## src/rtl/tdc_pixel_pkg.sv

```systemverilog
package tdc_pixel_pkg;
  localparam int FINE_W   = 3;
  localparam int COARSE_W = 7;
  localparam int TAPS     = 1 << FINE_W;
  localparam int CODE_W   = COARSE_W + FINE_W;

  typedef enum logic {
    MODE_TIMING = 1'b0,
    MODE_COUNT  = 1'b1
  } tdc_mode_e;
endpackage

```

## src/rtl/tdc_fine_capture.sv

```systemverilog
module tdc_fine_capture #(
  parameter int TAPS   = 8,
  parameter int FINE_W = 3
) (
  input  logic              clk,
  input  logic              rst_n,
  input  logic              clr,
  input  logic              load,
  input  logic [TAPS-1:0]   taps,
  output logic [FINE_W-1:0] fine
);
  localparam int RUN_W = $clog2(TAPS + 1);
  localparam logic [RUN_W-1:0] FINE_MAX = RUN_W'((1 << FINE_W) - 1);

  logic [TAPS-1:0]  latch_q, latch_d;
  logic [RUN_W-1:0] run_len;
  logic             run_on;

  // next-state
  always_comb begin
    latch_d = latch_q;
    if (clr)       latch_d = '0;
    else if (load) latch_d = taps;
  end

  always_ff @(posedge clk or negedge rst_n) begin
    if (!rst_n) latch_q <= '0;
    else        latch_q <= latch_d;
  end

  // leading run of ones from tap 0; anything past the first zero is dropped
  always_comb begin
    run_on  = 1'b1;
    run_len = '0;
    for (int i = 0; i < TAPS; i++) begin
      run_on = run_on & latch_q[i];
      if (run_on) run_len = run_len + RUN_W'(1);
    end
    if (run_len > FINE_MAX) fine = FINE_MAX[FINE_W-1:0];
    else                    fine = run_len[FINE_W-1:0];
  end

  AST_LATCH_CLEARED: assert property (@(posedge clk) disable iff (!rst_n)
    clr |=> (fine == '0)) else $error("latch not cleared");
endmodule

```

## src/rtl/tdc_event_counter.sv

```systemverilog
module tdc_event_counter #(
  parameter int CODE_W = 10,
  parameter int FINE_W = 3
) (
  input  logic              clk,
  input  logic              rst_n,
  input  logic              clr,
  input  logic              inc,
  input  logic              count_mode,
  output logic [CODE_W-1:0] cnt_q,
  output logic              ovf_q
);
  localparam logic [CODE_W-1:0] LOW_MASK    = CODE_W'((1 << FINE_W) - 1);
  localparam logic [CODE_W-1:0] COARSE_STEP = CODE_W'(1 << FINE_W);

  logic [CODE_W-1:0] cnt_d, step, mask;
  logic              ovf_d, at_max;

  // timing mode advances the upper field only; counting mode uses every bit
  always_comb begin
    mask   = count_mode ? '0 : LOW_MASK;
    step   = count_mode ? CODE_W'(1) : COARSE_STEP;
    at_max = &(cnt_q | mask);
  end

  always_comb begin
    cnt_d = cnt_q;
    ovf_d = ovf_q;
    if (clr) begin
      cnt_d = '0;
      ovf_d = 1'b0;
    end else if (inc) begin
      if (at_max) ovf_d = 1'b1;
      else        cnt_d = cnt_q + step;
    end
  end

  always_ff @(posedge clk or negedge rst_n) begin
    if (!rst_n) begin
      cnt_q <= '0;
      ovf_q <= 1'b0;
    end else begin
      cnt_q <= cnt_d;
      ovf_q <= ovf_d;
    end
  end

  AST_NO_OVERFLOW_WRAP: assert property (@(posedge clk) disable iff (!rst_n)
    (ovf_q && !clr) |=> (ovf_q && $stable(cnt_q))) else $error("count wrapped");
  AST_CLEAR_TO_ZERO: assert property (@(posedge clk) disable iff (!rst_n)
    clr |=> (cnt_q == '0 && !ovf_q)) else $error("count not cleared");
endmodule

```

## src/rtl/tdc_pixel_mem.sv

```systemverilog
module tdc_pixel_mem #(
  parameter int CODE_W     = 10,
  parameter int FINE_W     = 3,
  parameter int KEEP_RATIO = 10
) (
  input  logic              clk,
  input  logic              rst_n,
  input  logic              stop_evt,
  input  logic              count_mode,
  input  logic              armed,
  input  logic [CODE_W-1:0] cnt,
  input  logic              cnt_ovf,
  input  logic [FINE_W-1:0] fine,
  output logic [CODE_W-1:0] code_q,
  output logic              ovf_q
);
  localparam int KEEP_W = (KEEP_RATIO > 1) ? $clog2(KEEP_RATIO) : 1;
  localparam logic [KEEP_W-1:0] KEEP_LAST = KEEP_W'(KEEP_RATIO - 1);

  logic [KEEP_W-1:0] keep_q, keep_d;
  logic [CODE_W-1:0] code_d, time_code;
  logic              ovf_d, keep_slot;

  always_comb begin
    time_code = {cnt[CODE_W-1:FINE_W], fine};
    keep_slot = (keep_q == '0);
    keep_d    = keep_q;
    code_d    = code_q;
    ovf_d     = ovf_q;
    if (stop_evt) begin
      if (count_mode) begin
        code_d = cnt;
        ovf_d  = cnt_ovf;
      end else begin
        keep_d = (keep_q == KEEP_LAST) ? '0 : keep_q + KEEP_W'(1);
        if (keep_slot) begin
          code_d = armed ? time_code : '1;
          ovf_d  = armed & cnt_ovf;
        end
      end
    end
  end

  always_ff @(posedge clk or negedge rst_n) begin
    if (!rst_n) begin
      keep_q <= '0;
      code_q <= '0;
      ovf_q  <= 1'b0;
    end else begin
      keep_q <= keep_d;
      code_q <= code_d;
      ovf_q  <= ovf_d;
    end
  end

  AST_MEM_HOLD: assert property (@(posedge clk) disable iff (!rst_n)
    !stop_evt |=> ($stable(code_q) && $stable(ovf_q))) else $error("memory moved");
  AST_SKIPPED_STOP_HOLD: assert property (@(posedge clk) disable iff (!rst_n)
    (stop_evt && !count_mode && !keep_slot) |=> $stable(code_q)) else $error("skipped stop wrote");
  AST_NO_PHOTON_CODE: assert property (@(posedge clk) disable iff (!rst_n)
    (stop_evt && !count_mode && keep_slot && !armed) |=> (code_q == '1 && !ovf_q)) else $error("no-photon code");
  AST_KEEP_RANGE: assert property (@(posedge clk) disable iff (!rst_n)
    keep_q <= KEEP_LAST) else $error("keep index range");
endmodule

```

## src/rtl/tdc_pixel_backend.sv

```systemverilog
module tdc_pixel_backend
  import tdc_pixel_pkg::*;
#(
  parameter int KEEP_RATIO = 10
) (
  input  logic              clk,
  input  logic              rst_n,
  input  logic [TAPS-1:0]   phase_taps,
  input  logic              ring_carry,
  input  logic              start_n,
  input  logic              stop,
  input  logic              xfer,
  input  logic              count_mode,
  output logic [CODE_W-1:0] code,
  output logic              code_ovf
);
  tdc_mode_e         mode;
  logic              start_q, stop_q, armed_q, armed_d;
  logic              start_fall, start_rise, stop_rise;
  logic              cnt_clr, cnt_inc, tap_load;
  logic [CODE_W-1:0] cnt;
  logic              cnt_ovf;
  logic [FINE_W-1:0] fine;

  always_comb begin
    mode       = tdc_mode_e'(count_mode);
    start_fall = start_q & ~start_n;
    start_rise = ~start_q & start_n;
    stop_rise  = stop & ~stop_q;
  end

  // window control
  always_comb begin
    armed_d  = armed_q;
    cnt_clr  = stop_rise | ((mode == MODE_TIMING) & start_rise);
    cnt_inc  = 1'b0;
    tap_load = 1'b0;
    if (cnt_clr) begin
      armed_d = 1'b0;
    end else if (!stop) begin
      if (mode == MODE_TIMING) begin
        if (start_fall) armed_d = 1'b1;
        cnt_inc  = armed_q & ring_carry;
        tap_load = armed_q & xfer;
      end else begin
        cnt_inc = start_fall;
      end
    end
  end

  always_ff @(posedge clk or negedge rst_n) begin
    if (!rst_n) begin
      start_q <= 1'b1;
      stop_q  <= 1'b0;
      armed_q <= 1'b0;
    end else begin
      start_q <= start_n;
      stop_q  <= stop;
      armed_q <= armed_d;
    end
  end

  tdc_event_counter #(.CODE_W(CODE_W), .FINE_W(FINE_W)) u_counter (
    .clk(clk), .rst_n(rst_n), .clr(cnt_clr), .inc(cnt_inc),
    .count_mode(count_mode), .cnt_q(cnt), .ovf_q(cnt_ovf)
  );

  tdc_fine_capture #(.TAPS(TAPS), .FINE_W(FINE_W)) u_fine (
    .clk(clk), .rst_n(rst_n), .clr(cnt_clr), .load(tap_load),
    .taps(phase_taps), .fine(fine)
  );

  tdc_pixel_mem #(.CODE_W(CODE_W), .FINE_W(FINE_W), .KEEP_RATIO(KEEP_RATIO)) u_mem (
    .clk(clk), .rst_n(rst_n), .stop_evt(stop_rise), .count_mode(count_mode),
    .armed(armed_q), .cnt(cnt), .cnt_ovf(cnt_ovf), .fine(fine),
    .code_q(code), .ovf_q(code_ovf)
  );

  AST_ARM_FROM_FALL: assert property (@(posedge clk) disable iff (!rst_n)
    $rose(armed_q) |-> $past(start_fall)) else $error("armed without photon");
  AST_STOP_DISARMS: assert property (@(posedge clk) disable iff (!rst_n)
    stop_rise |=> !armed_q) else $error("still armed after stop");
  AST_STOP_FREEZES: assert property (@(posedge clk) disable iff (!rst_n)
    (stop && stop_q) |=> $stable(cnt)) else $error("count moved while stopped");
endmodule

```

## config.mk

```make
export PLATFORM = sky130hd
export DESIGN_NAME = tdc_pixel_backend
export DESIGN_NICKNAME = d
export VERILOG_FILES = /design/src/rtl/tdc_pixel_pkg.sv /design/src/rtl/tdc_fine_capture.sv /design/src/rtl/tdc_event_counter.sv /design/src/rtl/tdc_pixel_mem.sv /design/src/rtl/tdc_pixel_backend.sv
export SDC_FILE = /design/constraint.sdc
export NUM_CORES = 1
export LEC_CHECK = 0
export BUFFER_PORTS_ARGS = -buffer_cell sky130_fd_sc_hd__buf_2
export CAP_MARGIN = 10
export CORE_AREA = 2 2 65 67
export DETAILED_ROUTE_END_ITERATION = 8
export DIE_AREA = 0 0 67 69
export PLACE_DENSITY = 0.76
export SLEW_MARGIN = 10
export SYNTH_ARGS = -nofsm -noshare
export SYNTH_HDL_FRONTEND = slang
export SYNTH_HIERARCHICAL = 1
export SYNTH_SLANG_ARGS = --single-unit
```

## constraint.sdc

```tcl
create_clock -name clk -period 8.7 [get_ports clk]
set_clock_uncertainty 0.05 [all_clocks]
set_input_delay 0 -clock clk [delete_from_list [all_inputs] [get_ports clk]]
set_output_delay 0 -clock clk [all_outputs]
set_load 0.03 [all_outputs]
```

---- Yosys cells after proc, flatten, opt, wreduce, memory -nomap -nowiden ----
Index checks and enable logic that the tools add are counted.
storage, ports and cells
  bits in registers ....................... 37
  input bits .............................. 15
  word-level logic and storage cells ...... 90
operators by class
  add/subtract/negate cells ............... 9
  $lt $le $gt $ge ......................... 1
  eq/ne operators ......................... 4
  mux-type cells .......................... 35
  bitwise gates (word level) .............. 20
  reductions and logical operators ........ 12
operators by type and width
  cell                 count
  $mux 10              6
  $mux 4               9
  $add 4x1->4 const B  7
  $mux 1               16
  $mux 8               2
  $and 1x1->1          14
  $add 10x10->10       1
  $or 10x10->10        1
  $reduce_and 10->1    1
  $reduce_bool 2->1    5
  $reduce_and 2->1     4
  $mux 3               2
  $eq 4x4->1 const B   1
  $gt 4x3->1 const B   1
  $logic_not 4->1      1
  $ne 2x1->1 const B   2
  $not 1->1            4
  $reduce_and 3->1     1
  $add 1x1->2 const B  1
  $ne 2x2->1 const B   1
  $or 1x1->1           1

---- Logic depth before layout (Yosys ltp) ----
  depth in word-level cells ............... 20
  gate-level depth with buffers ........... 21
  gate-level depth less buffers ........... 21

---- Modules after synthesis ----
The synthesis kept the hierarchy.
by module, submodules not included
  module             instances  cells each  area an instance (um2)  seq. area each (um2)
  tdc_fine_capture   1          91          767.0                   200.2
  tdc_pixel_mem      1          49          666.9                   375.4
  tdc_event_counter  1          63          649.4                   275.3
  tdc_pixel_backend  1          17          172.7                   76.3

---- Worst setup path before layout ----
OpenSTA, ideal clock, no wires.
  kind .................................... register to register
  start point ............................. register u_fine.latch_q[1]
  end point ............................... register u_mem.code_q[1]
  arrival time ............................ 3.862 ns
  setup slack ............................. 4.666 ns
  cell stages (with the launch flop) ...... 21
  cell sequence ........................... dfrtp_1 -> inv_1 -> o21ai_0 -> inv_1 -> ha_1 -> nor2_1 -> nor2_1 -> ha_1 -> inv_1 -> o21ai_0 -> ha_1 -> mux2i_1 -> nand4_1 -> o311a_1 -> ha_1 -> mux2_2 -> ha_1 -> nor4_1 -> a21oi_1 -> nand4b_1 -> o221a_2
between the ends
  cells in the longest elaborated chain, start to end .. 19
  elaborated cells between the ends (all ways) .. 25
  classes of those cells .................. add/sub: 6; order compare: 1; mux: 11; bitwise: 7
RTL lines
  item                    line                     RTL
  from (decl)             tdc_fine_capture.sv:15   logic [TAPS-1:0] latch_q, latch_d;
  from (signal assigned)  tdc_fine_capture.sv:28   else latch_q <= latch_d;
  $and 1x1->1 *           tdc_fine_capture.sv:36   run_on = run_on & latch_q[i];
  $mux 4                  tdc_fine_capture.sv:37   if (run_on) run_len = run_len + RUN_W'(1);
  $add 4x1->4             tdc_fine_capture.sv:37
  $mux 4                  tdc_fine_capture.sv:37
  $add 4x1->4             tdc_fine_capture.sv:37
  $mux 4                  tdc_fine_capture.sv:37
  $add 4x1->4             tdc_fine_capture.sv:37
  $mux 4                  tdc_fine_capture.sv:37
  [4 not listed]          -
  $add 4x1->4             tdc_fine_capture.sv:37
  $mux 4 *                tdc_fine_capture.sv:37
  $gt 4x3->1              tdc_fine_capture.sv:39   if (run_len > FINE_MAX) fine = FINE_MAX[FINE_W-1:0];
  $mux 3 *                tdc_fine_capture.sv:39
  named net fine[1]       tdc_pixel_backend.sv:23  logic [FINE_W-1:0] fine;
  $mux 10 *               tdc_pixel_mem.sv:37      code_d = armed ? time_code : '1;
  $mux 10 *               tdc_pixel_mem.sv:36      if (keep_slot) begin
  $mux 10 *               tdc_pixel_mem.sv:31      if (count_mode) begin
  to (signal assigned)    tdc_pixel_mem.sv:51      code_q <= code_d;
  to (decl)               tdc_pixel_mem.sv:14      output logic [CODE_W-1:0] code_q,
The timed path passes the listed nets; every way through them passes the cells marked *. The select of a mux whose other input is x is not followed.
A chain may end at the register's enable or synchronous reset.

---- Worst setup path in the final report ----
Same ends and word-level chain as after synthesis.

==> flow_summary_export.csv <==
group,metric,value,unit
drt,wl,4808,um
power,power_switching,141.5,uW
power,clock_power_share,27.6,%
power,ir_drop,0.1109,mV
timing,hold_violations,0,
timing,fmax,222.2,MHz
drt,wl_per_cell,15.61,um
power,p_leak,0.001130,uW
placement,postPlaceCellArea,0.002411,sq mm
drt,drcViolationCount,0,
timing,slew_violations,0,
floorplanning,coreArea,0.003914,sq mm
drt,vias,1814,
floorplanning,start_util,57.64,%
final_layout,drive_above_1_share,21.32,%
timing,setup_viol,0,
power,power_density,164.3,mW/mm^2
synth,synth_flop_cell,"dfrtp_1",
synth,synth_cells,220,
synth,ys_seq_area_share,41.10,%
min_path,min_path_type,"in -> reg",
drt,drtPass1Iterations,5,
power,p_seq_share,51.2,%
clock_tree,cts_root_buffer,"clkbuf_8",
floorplanning,ios,26,
final_layout,multi_input_area,0.001247,sq mm
synth,async_reset_ff_share,100.0,%
clock_tree,cts_buffer_depth,2,
timing,rsz0062_at_grt,"no",
clock_tree,clock-sinks,37,
final_layout,final-seq-area,927.1,sq um
synth,synth_edf_count,0,
drt,viasPerCell,5.890,
timing,relSlewSlack,25.22,%
power,pwr-share-comb,21.2,%
synth,synth.avg_cell_area,10.25,sq um
synth,ys_types,60,
clock_tree,numCtsBuffers,5,
synth,netlist_area,0.002256,sq mm
final_layout,diodes,0,
worst_setup_path,startpoint_type,"flip-flop",
global_route,grt_max_degree,38,
global_route,grt_pass1_vias,1750,
clock_tree,tritoncts,"yes",
placement,dp_hpwl,3440,um
flow_run,cap_violations,0,
global_route,grt_pass1_wl,8142,um
global_route,grt.overflow.total,0,
synth,ys_ff_latch,37,
floorplanning,die_y,69,um
final_layout,area_delta_synth_final,15.59,%
final_layout,num-nets-final,281,
outcome,status,"finished, final reports clean",
timing,post-route-period-util,51.74,%
timing,fin_tns_setup,0,ns
synth,synthesis.nets,244,
floorplanning,die_x,67,um
worst_setup_path,path_max_fanout,7,
placement,gp_congestion,0.9009,
final_layout,design_area,0.002608,sq mm
clock_tree,clkTransAtPathRegs,0.08,ns
drt,drt-initial-drc-count,112,
timing,post-route-min-period,4.501,ns
drt,antenna_left,0,
worst_setup_path,cp-end-kind,"flip-flop",
power,sw_frac_of_total,33.03,%
clock_tree,worst_skew_pair.late_latency,0.29,ns
global_route,grt_usage,22.57,%
final_layout,n_fill_cell,317,
floorplanning,dieArea,0.004623,sq mm
clock_tree,htreeDepth,2,
power,p_int,286.9,uW
timing,tightest_slew,1.113,ns
clock_tree,postCtsSetupRepairBufs,0,
worst_setup_path,arrival,4.63,ns
synth,synth_warnings,6,
placement,port-buffer-count,25,
floorplanning,placementRows,23,
power,total_power,428.4,uW
worst_setup_path,crit_required,8.82,ns
global_route,antenna_found_initial,0,
worst_setup_path,critPathKind,"reg -> reg",
-- worst max-delay path: stages, from the launching register on --
cell      delay, ns
dfrtp_1        0.41
inv_1          0.07
o21ai_0        0.32
inv_1          0.09
ha_1           0.30
nor2_1         0.12
nor2_1         0.07
ha_1           0.34
inv_1          0.07
o21ai_0        0.18
ha_1           0.25
mux2i_1        0.13
nand4_1        0.11
o311a_1        0.18
ha_1           0.40
mux2_2         0.30
ha_1           0.30
nor4_1         0.27
a21oi_1        0.11
nand4b_1       0.20
o221a_2        0.16
-- per-stage QoR --
| stage | setup slack [ns] | hold WS [ns] | instances | utilization [%] |
|---|---|---|---|---|
| finish | 4.199 | 0.1795 | 308 | 66.62 |
| global route | 3.833 | 0.1902 | 308 | 66.62 |
| CTS | 4.235 | 0.1758 | 308 | 66.62 |
| detailed placement | 4.316 | 0.08754 | 289 | 61.60 |
| global placement | 4.478 | 0.08883 | 289 | 61.60 |
| floorplan | 4.666 | -0.3456 | 220 | - |
-- flip-flops by register name (all words and copies together) (netlist names) --
signal / flops
u_counter/cnt_q: 10
u_mem/code_q: 10
u_fine/latch_q: 8
u_mem/keep_q: 4
armed_q: 1
start_q: 1
stop_q: 1
u_counter/ovf_q: 1
u_mem/ovf_q: 1
-- cell type report --
type / count / area share, %
Tap cell: 50 / 2.399
Multi-Input combinational cell: 164 / 47.84
Sequential cell: 37 / 35.56
Inverter: 13 / 1.871
Clock buffer: 5 / 2.639
Timing Repair Buffer: 36 / 9.021
Clock inverter: 3 / 0.6718
-- logic make-up after synthesis --
group | count (synthesis) | synth area share [%]
muxes | 14 | 6.323
buffers and inverters | 19 | 3.882
xor gates and xnor gates | 7 | 2.718
adders and majority gates | 9 | 4.992
DFF | 37 | 41.10
AOI/OAI and AO/OA | 56 | 20.30
and+or+nand+nor | 78 | 20.69
-- Yosys cell counts, drive strengths merged (5+ instances only) --
master / instances / area, sq um
inv: 13 / 48.80
mux2i: 12 / 120.1
o21ai: 11 / 55.05
nand2: 16 / 60.06
nor2: 20 / 75.07
ha: 9 / 112.6
dfrtp: 36 / 900.9
nor3: 6 / 30.03
o32a: 7 / 70.07
or3: 5 / 31.28
a21oi: 10 / 53.80
-- layout by cell type (no fill, tap or decap), types with 5 or more instances in the layout --
cell type      instances
o21ai_0               11
mux2i_1               12
o32a_1                 7
ha_1                   9
nor3_1                 6
inv_1                 13
nor2_1                20
or3_1                  5
dfrtp_1               36
a21oi_1                9
clkbuf_8               5
buf_2                 25
nand2_1               16
dlygate4sd3_1         11
-- worst paths after layout --
path	start	to	slack [ns]	cells past startpoint
min	xfer	u_fine/latch_q[5]	0.18	5
max in group asynchronous	rst_n	u_mem/code_q[0]	7.79	2
max	u_fine/latch_q[1]	u_mem/code_q[1]	4.20	20
max reg2reg	u_fine/latch_q[1]	u_mem/code_q[1]	4.20	20
min in group asynchronous	rst_n	u_fine/latch_q[0]	0.29	2
min reg2reg	u_mem/code_q[5]	u_mem/code_q[5]	0.45	1
-- layer usage --
| metal | routed length [um] | global-route usage (%) |
|---|---|---|
| met5 | 0 | 0 |
| met4 | 44 | 6.576 |
| met3 | 154 | 4.405 |
| met2 | 2194 | 32.78 |
| met1 | 2415 | 34.09 |
-- power groups by stage --
stage	logic, uW	clock network, uW	registers [uW]
CTS	91.9	119	219
global route	98.2	127	223
detailed placement	87.3	0	222
global placement	83.8	0	221
finish	91.0	118	219
floorplan	40.1	0	238
-- what timing repair did --
item                                    4_1_cts  5_1_grt
endpoints found under the setup margin        0        0
gates resized for setup                       0        0
hold buffers                                 11        0
endpoints found under the hold margin        47        0
No activity file was read; power rests on OpenSTA's default activity.
